==> config.mk <==
export PLATFORM = sky130hd
export DESIGN_NAME = stepper_phase_indexer
export DESIGN_NICKNAME = d
export VERILOG_FILES = /design/src/rtl/stepper_pkg.sv /design/src/rtl/step_sync.sv /design/src/rtl/phase_accum.sv /design/src/rtl/idle_watch.sv /design/src/rtl/winding_map.sv /design/src/rtl/stepper_phase_indexer.sv
export SDC_FILE = /design/constraint.sdc
export NUM_CORES = 1
export LEC_CHECK = 0
export ABC_AREA = 1
export ABC_CLOCK_PERIOD_IN_PS = 5400
export BUFFER_PORTS_ARGS = -buffer_cell sky130_fd_sc_hd__buf_2
export CAP_MARGIN = 20
export CORE_MARGIN = 2
export CORE_UTILIZATION = 40
export DETAILED_ROUTE_END_ITERATION = 8
export HOLD_SLACK_MARGIN = 0.1
export PLACE_DENSITY = 0.58
export SETUP_SLACK_MARGIN = 0.05
export SLEW_MARGIN = 25
export SYNTH_ARGS = -nofsm -noshare
export SYNTH_HDL_FRONTEND = slang
export SYNTH_SLANG_ARGS = --single-unit
==> constraint.sdc <==
create_clock -name clk -period 5.4 [get_ports clk]
set_input_delay 0.54 -clock clk [delete_from_list [all_inputs] [get_ports clk]]
set_output_delay 0.54 -clock clk [all_outputs]
set_load 0.01 [all_outputs]
==> src/rtl/stepper_pkg.sv <==
// Package: shared constants and the quantised quarter-sine current profile.
// Assumes a 64-position electrical cycle and 4-bit magnitudes.
package stepper_pkg;
    localparam int PHASE_W   = 6;                 // 64 positions per electrical cycle
    localparam int MAG_W     = 4;                 // current magnitude width
    localparam int HALF_POS  = 1 << (PHASE_W - 1); // 32
    localparam int QUART_POS = 1 << (PHASE_W - 2); // 16

    // Quarter-wave magnitude for q in 0..16
    function automatic logic [MAG_W-1:0] quarter_mag(input logic [PHASE_W-2:0] q);
        case (q)
            5'd0:  quarter_mag = 4'd0;
            5'd1:  quarter_mag = 4'd1;
            5'd2:  quarter_mag = 4'd2;
            5'd3:  quarter_mag = 4'd4;
            5'd4:  quarter_mag = 4'd5;
            5'd5:  quarter_mag = 4'd7;
            5'd6:  quarter_mag = 4'd8;
            5'd7:  quarter_mag = 4'd9;
            5'd8:  quarter_mag = 4'd10;
            5'd9:  quarter_mag = 4'd11;
            5'd10: quarter_mag = 4'd12;
            5'd11: quarter_mag = 4'd13;
            5'd12: quarter_mag = 4'd13;
            5'd13: quarter_mag = 4'd14;
            5'd14: quarter_mag = 4'd14;
            5'd15: quarter_mag = 4'd14;
            default: quarter_mag = 4'd15;
        endcase
    endfunction

    // Magnitude for a full-cycle index: fold the half cycle onto the quarter
    function automatic logic [MAG_W-1:0] phase_mag(input logic [PHASE_W-1:0] idx);
        logic [PHASE_W-2:0] q;
        q = idx[PHASE_W-2:0];
        if (q > (PHASE_W-1)'(QUART_POS))
            q = (PHASE_W-1)'(HALF_POS) - q;
        return quarter_mag(q);
    endfunction

    // Polarity: upper half negative; at a zero crossing point toward the travel
    function automatic logic phase_neg(input logic [PHASE_W-1:0] idx, input logic up);
        if (idx[PHASE_W-2:0] == '0)
            return idx[PHASE_W-1] ? up : ~up;
        return idx[PHASE_W-1];
    endfunction
endpackage

==> src/rtl/step_sync.sv <==
// Module: two-flop synchroniser for step and direction plus step rising-edge
// detector. Assumes direction settles no later than the step rises.
module step_sync #(
    parameter int STAGES = 2
) (
    input  logic clk,
    input  logic rst_n,
    input  logic step_in,
    input  logic dir_in,
    output logic step_rise,
    output logic dir_sync
);
    logic [STAGES-1:0] step_sh;
    logic [STAGES-1:0] dir_sh;
    logic              step_last;

    // Shift the asynchronous inputs through the synchroniser chain
    always_ff @(posedge clk) begin
        if (!rst_n) begin
            step_sh   <= '0;
            dir_sh    <= '0;
            step_last <= 1'b0;
        end else begin
            step_sh   <= {step_sh[STAGES-2:0], step_in};
            dir_sh    <= {dir_sh[STAGES-2:0], dir_in};
            step_last <= step_sh[STAGES-1];
        end
    end

    assign step_rise = step_sh[STAGES-1] & ~step_last;
    assign dir_sync  = dir_sh[STAGES-1];
endmodule

==> src/rtl/phase_accum.sv <==
// Module: electrical phase index register. Moves by 2^res on each step,
// up or down, wrapping at the index width.
module phase_accum
    import stepper_pkg::*;
(
    input  logic               clk,
    input  logic               rst_n,
    input  logic               step_rise,
    input  logic               up,
    input  logic [1:0]         res,
    output logic [PHASE_W-1:0] idx_q,
    output logic [PHASE_W-1:0] idx_next
);
    logic [PHASE_W-1:0] inc;

    // Step size and the candidate next index
    always_comb begin
        inc      = PHASE_W'(1) << res;
        idx_next = up ? idx_q + inc : idx_q - inc;
    end

    // Commit the new index on an accepted step
    always_ff @(posedge clk) begin
        if (!rst_n)         idx_q <= '0;
        else if (step_rise) idx_q <= idx_next;
    end
endmodule

==> src/rtl/idle_watch.sv <==
// Module: idle watchdog. A prescaler ticks a CNT_W-bit counter; after WRAPS
// wraps with no clear, emits a single expire pulse and stops until cleared.
module idle_watch #(
    parameter int PRESCALE = 256,
    parameter int CNT_W    = 16,
    parameter int WRAPS    = 4
) (
    input  logic clk,
    input  logic rst_n,
    input  logic clear,
    output logic expire
);
    localparam int PRE_W  = (PRESCALE > 1) ? $clog2(PRESCALE) : 1;
    localparam int WRAP_W = $clog2(WRAPS + 1);

    logic [PRE_W-1:0]  pre_cnt;
    logic [CNT_W-1:0]  idle_cnt;
    logic [WRAP_W-1:0] wrap_cnt;
    logic              done;
    logic              tick;
    logic              cnt_top;

    assign tick    = (pre_cnt == PRE_W'(PRESCALE - 1));
    assign cnt_top = (idle_cnt == '1);
    assign expire  = !done && tick && cnt_top && (wrap_cnt == WRAP_W'(WRAPS - 1));

    // Prescaler: free-running, restarted by a step
    always_ff @(posedge clk) begin
        if (!rst_n || clear) pre_cnt <= '0;
        else if (tick)       pre_cnt <= '0;
        else                 pre_cnt <= pre_cnt + 1'b1;
    end

    // Idle counter and wrap tally; frozen once the timeout has fired
    always_ff @(posedge clk) begin
        if (!rst_n || clear) begin
            idle_cnt <= '0;
            wrap_cnt <= '0;
            done     <= 1'b0;
        end else if (!done && tick) begin
            idle_cnt <= idle_cnt + 1'b1;
            if (cnt_top) begin
                if (wrap_cnt == WRAP_W'(WRAPS - 1)) done <= 1'b1;
                else                                wrap_cnt <= wrap_cnt + 1'b1;
            end
        end
    end
endmodule

==> src/rtl/winding_map.sv <==
// Module: combinational map from phase index to one winding's magnitude and
// polarity. OFFSET positions of lag select the winding.
module winding_map
    import stepper_pkg::*;
#(
    parameter int OFFSET = 0
) (
    input  logic [PHASE_W-1:0] idx,
    input  logic               up,
    output logic [MAG_W-1:0]   mag,
    output logic               neg
);
    logic [PHASE_W-1:0] local_idx;

    // Shift by the winding's lag, then look up the profile
    always_comb begin
        local_idx = idx - PHASE_W'(OFFSET);
        mag       = phase_mag(local_idx);
        neg       = phase_neg(local_idx, up);
    end
endmodule

==> src/rtl/stepper_phase_indexer.sv <==
// Module: step/direction microstep indexer, top level. Synchronises inputs,
// moves the phase index, maps it to two windings in quadrature and registers
// the drive. Idle timeout zeroes the drive until the next step.
module stepper_phase_indexer
    import stepper_pkg::*;
#(
    parameter int SYNC_STAGES  = 2,
    parameter int PRESCALE_DIV = 256,
    parameter int IDLE_CNT_W   = 16,
    parameter int IDLE_WRAPS   = 4
) (
    input  logic             clk,
    input  logic             rst_n,
    input  logic             step_in,
    input  logic             dir_in,
    input  logic [1:0]       res_sel,
    output logic [MAG_W-1:0] mag_a,
    output logic             neg_a,
    output logic [MAG_W-1:0] mag_b,
    output logic             neg_b
);
    localparam int NUM_WIND = 2;

    logic               step_edge;
    logic               dir_s;
    logic               idle_expire;
    logic [PHASE_W-1:0] idx_q;
    logic [PHASE_W-1:0] idx_next;
    logic [MAG_W-1:0]   wmag [NUM_WIND];
    logic               wneg [NUM_WIND];

    step_sync #(.STAGES(SYNC_STAGES)) u_sync (
        .clk(clk), .rst_n(rst_n), .step_in(step_in), .dir_in(dir_in),
        .step_rise(step_edge), .dir_sync(dir_s)
    );

    phase_accum u_accum (
        .clk(clk), .rst_n(rst_n), .step_rise(step_edge), .up(dir_s),
        .res(res_sel), .idx_q(idx_q), .idx_next(idx_next)
    );

    idle_watch #(
        .PRESCALE(PRESCALE_DIV), .CNT_W(IDLE_CNT_W), .WRAPS(IDLE_WRAPS)
    ) u_idle (
        .clk(clk), .rst_n(rst_n), .clear(step_edge), .expire(idle_expire)
    );

    // One map per winding, each lagging by a quarter cycle more
    for (genvar w = 0; w < NUM_WIND; w++) begin : g_wind
        winding_map #(.OFFSET(w * QUART_POS)) u_map (
            .idx(idx_next), .up(dir_s), .mag(wmag[w]), .neg(wneg[w])
        );
    end

    // Register both windings together; step wins over idle timeout
    always_ff @(posedge clk) begin
        if (!rst_n) begin
            mag_a <= '0; neg_a <= 1'b0;
            mag_b <= '0; neg_b <= 1'b0;
        end else if (step_edge) begin
            mag_a <= wmag[0]; neg_a <= wneg[0];
            mag_b <= wmag[1]; neg_b <= wneg[1];
        end else if (idle_expire) begin
            mag_a <= '0; neg_a <= 1'b0;
            mag_b <= '0; neg_b <= 1'b0;
        end
    end
endmodule

==> results list, run 1 <==
- Post-Synthesis Net Count: 406
- For this run, the top clock speed supported by timing is 288 MHz.
- Detailed-route wire length per cell: 11.7 µm
- CTS root buf: sky130_fd_sc_hd__clkbuf_8
- The path class of the tightest hold or removal check is input pin to register.
- After synthesis the cells add up to 2780 µm².
- The worst register-to-register path begins at u_sync.dir_sh[1].
- Counting distinct cell types in the post-synthesis netlist gives 38.
- Via count of the first global-routing pass: 2218
* Count of clock tree sinks: 49
- Worst hold margin: 0.413 ns
* Dominant synthesized flop cell: sky130_fd_sc_hd__dfxtp_1
- The final-report max-slew violation count came to 0.
- Die area: 7640 µm²
- Ys async rst share: 0%
- Number of antenna violations at the first check in global routing: 0
- Static Leakage: 1.40 nW
- The critical path starts at res_sel[0].
- Top library cells by usage in the layout, fill and taps aside: sky130_fd_sc_hd__nand2_1 (89), sky130_fd_sc_hd__inv_1 (49), sky130_fd_sc_hd__dfxtp_1 (49)
* Drt initial violations: 108
- Result of the run: finished, final reports clean
- Depth of the worst register-to-register path: 17
- Final number of setup-violating endpoints: 0
- The worst register-to-register path ends at mag_b[1].
- Dominant combinational cell family by area after synthesis: simple AND/OR/NAND/NOR gates
- Count of flip-flops with a built-in enable after synthesis: 0
- Compared with the post-synthesis result, the final layout area differs by 10.3%.
- Most frequent standard cell in the layout excluding fill and tap cells: sky130_fd_sc_hd__nand2_1
- Max capacitance violation total: 0
- Synthesis produced a netlist whose cell count is 385.
- Count of buffers from port buffering: 15
- At the pin with the least slew margin, the transition time is 0.457 ns.
* Compound-Gate Fraction of Synth Area: 11.8%
- Post-CTS Setup Bufs: 0
- RSZ-0062 raised after global routing: false
- Largest net degree at the start of global routing: 25
* Average footprint of a synthesized cell: 7.23 µm²
- In the routed design, unresolved DRC markers number 0.
* TritonCTS clock tree: done
- Placeable Area: 6760 µm²
* Global-route usage over all layers: 16.2%
- Post-CTS Hold Buffers: 0
- Power per Cell Area: 273 nW/µm²
- After layout, the minimum clock period comes to 3.48 ns.
- Wire length of the first global-routing pass: 9.96 mm
- Total I/O pin count: 16
- Cell with the most instances on the worst path: sky130_fd_sc_hd__nand2_1
- Total Neg Setup Slack: 0 ns
* Clock input transition at the sequential cells of the worst setup and hold paths: 0.09 ns
- The worst setup path is launched from an input pin.
- After synthesis, flip-flops and latches occupy 35.2% of the total area.
- After Yosys synthesis, XOR and XNOR cells account for 2.20% of the synthesized area.
* # diodes: 0
- For flop-to-flop paths, the worst setup slack is 1.99 ns.
* Slowest Stage Delay on Critical Path: 0.54 ns
- HPWL after DPL: 4.29 mm
- Data arrives at the worst endpoint at 3.69 ns.
- The worst-case IR drop observed on VDD is 0.147 mV.
* Die boundary width: 87.4 µm
- Critical path required time: 5.61 ns
- In this run the vertical extent of the chip is 87.4 µm.
- Final antenna-violating net count: 0
- Measured against its own limit, the worst slew margin works out to 69.4%.
* Initial core utilization: 41.2%
- Synthesis inferred 49 register bits.
* Detailed Routing Iterations Pass 1: 4
* Total wire length: 5.70 mm
- Clock skew: 0.00481 ns
- Post-layout power: 0.837 mW
- Total number of nets in the final design: 426
- Count of synthesis-stage warnings from yosys: 0
* Slowest cell on crit path: sky130_fd_sc_hd__fa_1
- Summed over all layers, the global routing overflow is 0.
- The final route contains 2431 vias.
* Vias per Instance: 5.00
- Gates resized during post-CTS repair numbered 0.
- No sink is reached through more buffers than the 2 on the longest clock path.
- The final count of hold timing violations came to 0.
* Capture point of the critical path: mag_b[1]
- At the end of routability-driven placement, the weighted congestion stood at 0.806.
* Critical Path, Cell by Cell: buf_2 -> nor2_1 -> inv_1 -> ha_1 -> nand2_1 -> o21ai_0 -> fa_1 -> inv_1 -> ha_1 -> nand2_1 -> nor2_1 -> inv_1 -> ha_1 -> o21ai_0 -> inv_1 -> nand2_1 -> o21ai_0 -> a21oi_1 -> o31ai_1 -> nand2_1 -> nand2_1
- Fraction of layout instances using a drive strength above 1: 14.3%
- Adder and majority cell fraction of the synthesized area: 7.01%
- Summing the areas of all and, or, nand and nor instances in the mapped netlist gives 35.3% of the synthesized area.
- Count of standard-cell rows: 30
- Share of the cycle needed by the critical path after routing: 64.4%
* Clock buffers created by TritonCTS: 5
- H-tree Lvls: 2
* Critical path start-end classification: input pin to register
- STA classifies the critical path endpoint as a register.
- Clk_lat worst skew: 0.30 ns
- After synthesis, the share of cell area in mux cells is 0%.
- In this run the worst path has a maximum fanout of 5.
## registers in the layout (all words and copies together) (netlist names)
register          count
u_idle.idle_cnt      16
mag_a                 4
u_sync.step_sh        2
u_sync.step_last      1
u_idle.wrap_cnt       3
neg_b                 1
mag_b                 4
u_accum.idx_q         6
u_idle.done           1
u_sync.dir_sh         2
neg_a                 1
u_idle.pre_cnt        8
## worst min-delay path by stage
stage | from | end | slack (ns) | depth (start not counted)
finish | step_in | u_sync.step_sh[0] | 0.41 | 3
global route | step_in | u_sync.step_sh[0] | 0.42 | 3
CTS | step_in | u_sync.step_sh[0] | 0.41 | 3
floorplan | u_sync.dir_sh[0] | u_sync.dir_sh[1] | 0.39 | 2
global placement | u_sync.step_sh[0] | u_sync.step_sh[1] | 0.40 | 2
detailed placement | u_sync.dir_sh[0] | u_sync.dir_sh[1] | 0.40 | 2
## synthesized netlist by cell type (all sizes together) (2+ instances only)
cell	number	area, µm²
nand2	94	365
inv	58	218
dfxtp	49	981
nand3	38	228
nor2	34	186
a21oi	32	160
o21ai	26	130
ha	14	175
nand4	7	58.8
nor3	6	51.3
xnor2	4	35.0
nor3b	3	27.5
nor4	3	40.0
or2	3	18.8
xor2	3	26.3
clkbuf	2	7.51
o21a	2	15.0
## layer usage
layer	share of wire [%]	GRT usage, %
met1	49	21.8
met5	0	0
met3	3.0	3.51
met2	46	26.5
met4	1.1	3.50
## logic make-up (layout without fill, tap and decap cells)
| logic type | after synthesis | after routing |
|---|---|---|
| AND/OR/NAND/NOR | 189 | 189 |
| AO/OA/AOI/OAI | 63 | 63 |
| buffers and inverters | 62 | 83 |
| flip-flops | 49 | 49 |
| adder cells (fa/ha/maj) | 15 | 15 |
| XOR/XNOR | 7 | 7 |
## area by class of cell
| cell class | instances | area [µm²] |
|---|---|---|
| Inverter | 59 | 221 |
| Clock inverter | 2 | 37.5 |
| Timing Repair Buffer | 16 | 82.6 |
| Sequential cell | 49 | 981 |
| Multi-Input combinational cell | 274 | 1570 |
| Clock buffer | 6 | 82.6 |
| Fill cell | 681 | 3680 |
| Tap cell | 80 | 100 |
## worst max-delay path: cells and delay by family
kind            cells  cell delay (ns)
compound gates      5             0.78
fa+ha+maj           4             1.22
buf+inv             5             0.51
simple gates        7             0.65
## power by group
part	total, mW	internal (mW)	switching, mW
sequential	0.379	0.372	0.00703
clock	0.280	0.151	0.129
combinational	0.178	0.0613	0.117
total	0.837	0.584	0.253
## through the flow
| stage | cells | setup slack [ns] | instance area, µm² | utilization [%] |
|---|---|---|---|---|
| 2_1_floorplan | 385 | 2.08 | 2780 | - |
| 4_1_cts | 486 | 1.96 | 3070 | 45.5 |
| 6_report | 486 | 1.92 | 3070 | 45.5 |
| 3_5_place_dp | 478 | 1.65 | 2950 | 43.7 |
| 5_1_grt | 486 | 1.63 | 3070 | 45.5 |
| 3_3_place_gp | 478 | 1.74 | 2950 | 43.7 |
Power figures use the tool's default switching activity.
==> inputs of run 2 (changes only) <==
--- a/config.mk
+++ b/config.mk
@@ -6,7 +6,7 @@
 export NUM_CORES = 1
 export LEC_CHECK = 0
 export ABC_AREA = 1
-export ABC_CLOCK_PERIOD_IN_PS = 5400
+export ABC_CLOCK_PERIOD_IN_PS = 3650
 export BUFFER_PORTS_ARGS = -buffer_cell sky130_fd_sc_hd__buf_2
 export CAP_MARGIN = 20
 export CORE_MARGIN = 2
==> constraint.sdc (replaced) <==
create_clock -name clk -period 3.65 [get_ports clk]
set_input_delay 0.365 -clock clk [delete_from_list [all_inputs] [get_ports clk]]
set_output_delay 0.365 -clock clk [all_outputs]
set_load 0.01 [all_outputs]
==> results list, run 2 (synthesis gave the netlist of run 1 again) <==
- Final Max Slew Viols: 0
- The worst path needs 3.19 ns of the cycle, external delays included.
- Clock buffers created by TritonCTS: 5
* Total vias in the final route: 2412
* Initial core utilization: 41.2%
- Post-Route Utilization: 45.9%
* Slowest Stage Delay on Critical Path: 0.54 ns
- The floorplan step set the die width to 87.4 µm.
- In the final layout, the registers with the most flip-flops are u_idle.idle_cnt: 16 flops, u_idle.pre_cnt: 8 flops, u_accum.idx_q: 6 flops.
- CTS root buf: sky130_fd_sc_hd__clkbuf_8
- TritonCTS clock tree: done
- Highest fanout seen on the critical path: 5
- Vias per Instance: 4.94
- Measured along the y axis, the die boundary spans 87.4 µm.
- Result of the run: finished, final reports clean
- For this run the aggregate overflow at the end of global routing stands at 0.
- Via count of the first global-routing pass: 2290
- Leaving out fill and tap cells, the most frequent cells in the layout are sky130_fd_sc_hd__nand2_1 (89), sky130_fd_sc_hd__inv_1 (49), sky130_fd_sc_hd__dfxtp_1 (49).
* Synthesis-to-finish area growth: 11.4%
* Worst min-delay path startpoint: step_in
- Max-cap violations in this run came to 0.
* FMAX: 313 MHz
* Class of the most critical hold timing path: input pin to register
- The final critical path takes up 87.4% of the cycle.
- Final number of setup-violating endpoints: 0
- In this design, the critical path's most frequently occurring cell is sky130_fd_sc_hd__nand2_1.
- Depth of the worst register-to-register path: 17
* Placeable Area: 6760 µm²
- HPWL after DPL: 4.26 mm
* Global-route usage over all layers: 16.2%
- Post-CTS Hold Buffers: 0
- Most flops, register: u_idle.idle_cnt
- The worst-case IR drop observed on VDD is 0.180 mV.
- Critical path required time: 3.86 ns
* Total number of nets in the final design: 428
- Number of buffers between clock root and the deepest sink: 2
- Static Leakage: 1.42 nW
- Detailed-route wire length per cell: 11.3 µm
- Number of antenna violations at the first check in global routing: 0
- Critical register-to-register path endpoint: mag_b[1]
* RSZ-0062 raised after global routing: false
- For hold timing, the worst endpoint is u_sync.step_sh[0].
- The number of antenna diodes in the final layout is 0.
* Kind of end point of the critical path: register
- For the pin with the worst max-slew slack, the measured transition is 0.486 ns.
* Launching element type of the critical path: input pin
- The register with the most flip-flops in the layout has 16 of them.
- At the end of routability-driven placement, the weighted congestion stood at 0.822.
- Final hold violations: 0
- Fraction of layout instances using a drive strength above 1: 14.7%
- Count of buffers from port buffering: 15
- Fill cells in the final layout number 703.
- Final antenna-violating net count: 0
- Clock skew: 0.00543 ns
- The critical path goes through buf_2 -> nor2_1 -> inv_1 -> ha_1 -> nand2_1 -> o21ai_0 -> fa_1 -> inv_1 -> ha_1 -> nand2_1 -> nor2_1 -> inv_1 -> ha_1 -> o21ai_1 -> inv_1 -> nand2_1 -> o21ai_0 -> a21oi_1 -> o31ai_1 -> nand2_1 -> nand2_1.
- Total wire length: 5.51 mm
- The worst pin sits at a relative slew slack of 67.5%.
* Clk_lat worst skew: 0.30 ns
- Slowest cell on crit path: sky130_fd_sc_hd__fa_1
- After clock tree synthesis, the clock-pin slew on the worst setup and hold paths is 0.09 ns.
- Count of standard-cell rows: 30
- Largest net degree at the start of global routing: 25
- For this design, the sink count on the clock tree is 49.
* Most frequent standard cell in the layout excluding fill and tap cells: sky130_fd_sc_hd__nand2_1
- Wire length of the first global-routing pass: 9.93 mm
* Die area: 7640 µm²
- Total I/O pin count: 16
* Total Neg Setup Slack: 0 ns
- Data arrives at the worst endpoint at 3.40 ns.
- Critical path start-end classification: input pin to register
- For this design the ratio of total power to cell area is 414 nW/µm².
- For this run, design rule violations remaining after detail routing come to 0.
- The worst hold path passes through 3 cells.
- Register-to-register setup slack: 0.50 ns
- In this run, the number of DRC markers left after iteration 0 of detailed routing was 90.
- Power comes to 1.28 mW.
- Detailed Routing Iterations Pass 1: 4
- The startpoint identified for the worst register-to-register timing path is u_sync.dir_sh[1].
- In this run the number of H-tree levels came out at 2.
run 2: layout make-up:
class | instances | area (µm²) | share of cell area, %
multi-input combinational | 274 | 1570 | 50.5
timing repair buffer | 18 | 97.6 | 3.15
tap | 80 | 100 | 3.23
clock buffer | 5 | 68.8 | 2.22
sequential | 49 | 981 | 31.6
clock inverter | 3 | 65.1 | 2.10
inverter | 59 | 221 | 7.14
run 2: per-layer routing:
layer / up-vias / GRT usage (%) / wire (µm)
li1: 1302 / - / -
met1: 1073 / 21.4 / 2770
met2: 28 / 26.7 / 2500
met3: 9 / 3.41 / 161
met4: 0 / 4.62 / 79
met5: - / 0 / 0
run 2: worst max-delay path, delay by kind of cell:
family                   cells  cell delay (ns)
AND/OR/NAND/NOR              7             0.65
buffers and inverters        5             0.48
AO/OA/AOI/OAI                5             0.68
adder cells (fa/ha/maj)      4             1.21
run 2: how the worst max path moves through the flow:
stage                           from       end  slack [ns]  cells after the start
after CTS                 res_sel[0]  mag_b[1]        0.39                     21
after detailed placement  res_sel[0]  mag_b[1]        0.07                     21
after floorplan           res_sel[0]  mag_b[1]        0.50                     20
after global routing      res_sel[0]  mag_b[1]        0.07                     21
after global placement    res_sel[0]  mag_b[1]        0.18                     21
final                     res_sel[0]  mag_b[1]        0.46                     21
run 2: per-stage QoR:
step	std cells	hold WS, ns	instance area [µm²]	setup WS (ns)
4_1_cts	488	0.228	3100	0.392
3_5_place_dp	480	0.397	2970	0.0711
3_3_place_gp	480	0.393	2970	0.183
6_report	488	0.236	3100	0.458
2_1_floorplan	385	0.390	2780	0.501
5_1_grt	488	0.243	3100	0.0730
run 2: power breakdown:
group / internal (mW) / switching, mW / leakage, nW
registers: 0.551 / 0.00958 / 0.397
logic: 0.0941 / 0.175 / 0.955
clock network: 0.272 / 0.182 / 0.0681
run 2: timing repair:
item,in CTS,in global routing
endpoints found under the setup margin,0,1
gates resized for setup,0,1
setup buffers,0,0
hold endpoints to repair,0,0
==> inputs of run 3 (changes only) <==
--- a/config.mk
+++ b/config.mk
@@ -6,14 +6,14 @@
 export NUM_CORES = 1
 export LEC_CHECK = 0
 export ABC_AREA = 1
-export ABC_CLOCK_PERIOD_IN_PS = 3650
+export ABC_CLOCK_PERIOD_IN_PS = 2900
 export BUFFER_PORTS_ARGS = -buffer_cell sky130_fd_sc_hd__buf_2
 export CAP_MARGIN = 20
 export CORE_MARGIN = 2
 export CORE_UTILIZATION = 40
 export DETAILED_ROUTE_END_ITERATION = 8
 export HOLD_SLACK_MARGIN = 0.1
-export PLACE_DENSITY = 0.58
+export PLACE_DENSITY = 0.6
 export SETUP_SLACK_MARGIN = 0.05
 export SLEW_MARGIN = 25
 export SYNTH_ARGS = -nofsm -noshare
==> constraint.sdc (replaced) <==
create_clock -name clk -period 2.9 [get_ports clk]
set_input_delay 0.29 -clock clk [delete_from_list [all_inputs] [get_ports clk]]
set_output_delay 0.29 -clock clk [all_outputs]
set_load 0.01 [all_outputs]
==> results list, run 3 (synthesis gave the netlist of run 1 again) <==
- Drt initial violations: 74
- Largest registers in the final layout: u_idle.idle_cnt: 16 flops, u_idle.pre_cnt: 8 flops, u_accum.idx_q: 6 flops
- Cell internal power was estimated by the tool at 1.18 mW.
* Detailed-route wire length per cell: 11.6 µm
- In this run the most critical hold path is launched from dir_in.
* Count of buffers from port buffering: 15
- In this run the power density over the cells is 497 nW/µm².
- STA classifies the critical path endpoint as a register.
* Die area: 7640 µm²
* Total met3 wirelength after detailed routing: 156 µm
* Critical path required time: 3.13 ns
* Met2 routed wirelength: 2.76 mm
- Wire length of the first global-routing pass: 10.4 mm
* Clock skew: 0.00514 ns
- Total I/O pin count: 16
* HPWL after DPL: 4.53 mm
- The worst path needs 2.76 ns of the cycle, external delays included.
* Fillers: 661
- Row generation in the floorplan step produced 30 rows.
* H-tree Lvls: 2
- Detailed Routing Iterations Pass 1: 4
- Global placer's final weighted congestion: 0.843
- Final hold violations: 0
- For this design the static power due to leakage is 1.54 nW.
* Hold depth: 3
- The clock passes through at most 2 buffers.
- Remaining DRCs: 0
* Most frequent standard cell in the layout excluding fill and tap cells: sky130_fd_sc_hd__nand2_1
* Uppermost signal routing layer after detailed routing: met4
* Placeable Area: 6760 µm²
* Critical path start-end classification: input pin to register
* Highest fanout seen on the critical path: 3
- # diodes: 0
- For flop-to-flop paths, the worst setup slack is 0.19 ns.
- The detail route stage leaves a number of antenna-violating nets equal to 0.
- Final number of setup-violating endpoints: 0
- FMAX: 363 MHz
- Flip-flop count of the largest register after layout: 16
* TritonCTS clock tree: done
- Die boundary width: 87.4 µm
- The final layout contains 453 nets.
- Synthesis-to-finish area growth: 21.5%
- The worst-case IR drop observed on VDD is 0.349 mV.
* Reg2reg start: u_sync.dir_sh[1]
* Most flops, register: u_idle.idle_cnt
- Combinational logic burns 28.4% of the power.
- The final-report max-slew violation count was 0.
- Summed over all layers, the routed wires come to 5.95 mm.
- Number of antenna violations at the first check in global routing: 0
- The number of clock buffers added by TritonCTS is 5.
- Placement-stage worst setup slack: -0.220 ns
- Setup repair after global routing left no endpoint under its margin.
* Critical register-to-register path endpoint: mag_a[2]
- Fraction of layout instances using a drive strength above 1: 25.4%
- End point of the most critical hold path: u_sync.dir_sh[0]
- Flop pwr share: 41.9%
* Via count of the first global-routing pass: 2346
- Net switching is 30.0% of the power.
- In this run the vertical extent of the chip is 87.4 µm.
* Vias per Instance: 4.89
- Depth of the worst register-to-register path: 18
* M1 WL: 3.00 mm
- At the pin with the least slew margin, the transition time is 0.543 ns.
- Worst hold margin: 0.173 ns
- CTS root buf: sky130_fd_sc_hd__clkbuf_8
- Slew headroom: 63.7%
- Clk_lat worst skew: 0.29 ns
* Proportion of power drawn by the clock network: 29.7%
- Result of the run: finished, final reports clean
- Data arrives at the worst endpoint at 2.98 ns.
* Max capacitance violation total: 0
- Count of clock tree sinks: 49
- Share of the cycle needed by the critical path after routing: 95.0%
- After layout, the worst setup slack is 0.144 ns.
- In the layout the commonest cells are sky130_fd_sc_hd__nand2_1 (83), sky130_fd_sc_hd__dfxtp_1 (49), sky130_fd_sc_hd__inv_1 (44).
- Switching power: 0.505 mW
- Clock-pin slew was measured on the worst setup and hold paths at 0.09 ns.
- STA classifies the critical path startpoint as an input pin.
- Largest net degree at the start of global routing: 25
* Total vias in the final route: 2509
- Post-layout power: 1.68 mW
- Initial core utilization: 41.2%
- Global-route usage over all layers: 16.8%
* Grt ovf: 0
- Class of the most critical hold timing path: input pin to register
run 3: cell count changes in the layout (fill, tap and decap cells not counted), moves of 4 or more:
cell / delta
sky130_fd_sc_hd__nand2_2: +6
sky130_fd_sc_hd__nand2_1: -6
sky130_fd_sc_hd__inv_2: +5
sky130_fd_sc_hd__buf_4: +26
sky130_fd_sc_hd__o21ai_2: +4
sky130_fd_sc_hd__inv_1: -5
sky130_fd_sc_hd__nor2_1: -4
run 3: area by class of cell:
type | instances | area, µm² | share of cell area (%)
flip-flops and latches | 49 | 981 | 29.0
inverters | 59 | 221 | 6.55
clock inverters | 1 | 30.0 | 0.888
multi-input cells | 274 | 1680 | 49.6
clock buffers | 7 | 86.3 | 2.55
repair buffers | 43 | 288 | 8.51
well taps | 80 | 100 | 2.96
run 3: worst max-delay path by stage:
stage | from | to | slack [ns] | cells after the start
3_5_place_dp | res_sel[0] | mag_b[1] | -0.22 | 22
4_1_cts | res_sel[0] | mag_b[1] | 0.08 | 22
6_report | res_sel[1] | mag_a[2] | 0.14 | 21
5_1_grt | res_sel[1] | neg_b | 0.03 | 21
3_3_place_gp | res_sel[0] | mag_b[1] | -0.11 | 20
2_1_floorplan | res_sel[0] | mag_b[1] | 0.06 | 19
run 3: metrics by stage:
stage | utilization, % | cell area [µm²] | setup TNS [ns] | instances
after floorplan | - | 2800 | 0 | 385
after global placement | 46.3 | 3130 | -0.543 | 500
after detailed placement | 46.3 | 3130 | -1.26 | 500
after CTS | 48.0 | 3240 | 0 | 508
after global routing | 50.1 | 3380 | 0 | 513
final | 50.1 | 3380 | 0 | 513
run 3: per-layer routing:
metal | track usage, % | vias to the layer above
li1 | - | 1351
met1 | 22.9 | 1127
met2 | 27.5 | 29
met3 | 3.41 | 2
met4 | 3.78 | 0
met5 | 0 | -
run 3: worst max-delay path: stages:
cell and delay, ns:
sky130_fd_sc_hd__buf_4 0.13, sky130_fd_sc_hd__nor2_4 0.10, sky130_fd_sc_hd__inv_1 0.04, sky130_fd_sc_hd__ha_1 0.27, sky130_fd_sc_hd__nand2_1 0.08, sky130_fd_sc_hd__o21ai_2 0.07
sky130_fd_sc_hd__fa_2 0.60, sky130_fd_sc_hd__inv_2 0.06, sky130_fd_sc_hd__ha_4 0.16, sky130_fd_sc_hd__nand2_2 0.06, sky130_fd_sc_hd__nor2_2 0.05, sky130_fd_sc_hd__buf_4 0.12
sky130_fd_sc_hd__buf_4 0.12, sky130_fd_sc_hd__ha_1 0.26, sky130_fd_sc_hd__nand2_1 0.06, sky130_fd_sc_hd__nand2_1 0.07, sky130_fd_sc_hd__inv_2 0.08, sky130_fd_sc_hd__nor2_2 0.04
sky130_fd_sc_hd__a21oi_1 0.12, sky130_fd_sc_hd__o21ai_1 0.08, sky130_fd_sc_hd__a21oi_1 0.12
run 3: power by group through the flow:
stage	sequential [mW]	combinational (mW)	clock (mW)
3_3_place_gp	0.722	0.394	0
6_report	0.706	0.477	0.500
3_5_place_dp	0.722	0.401	0
5_1_grt	0.708	0.537	0.550
4_1_cts	0.706	0.404	0.517
2_1_floorplan	0.724	0.263	0
run 3: what timing repair did:
action | CTS | global route
setup endpoints to repair | 0 | 10
setup buffers | 0 | 5
resized for setup | 0 | 31
hold buffers | 0 | 0
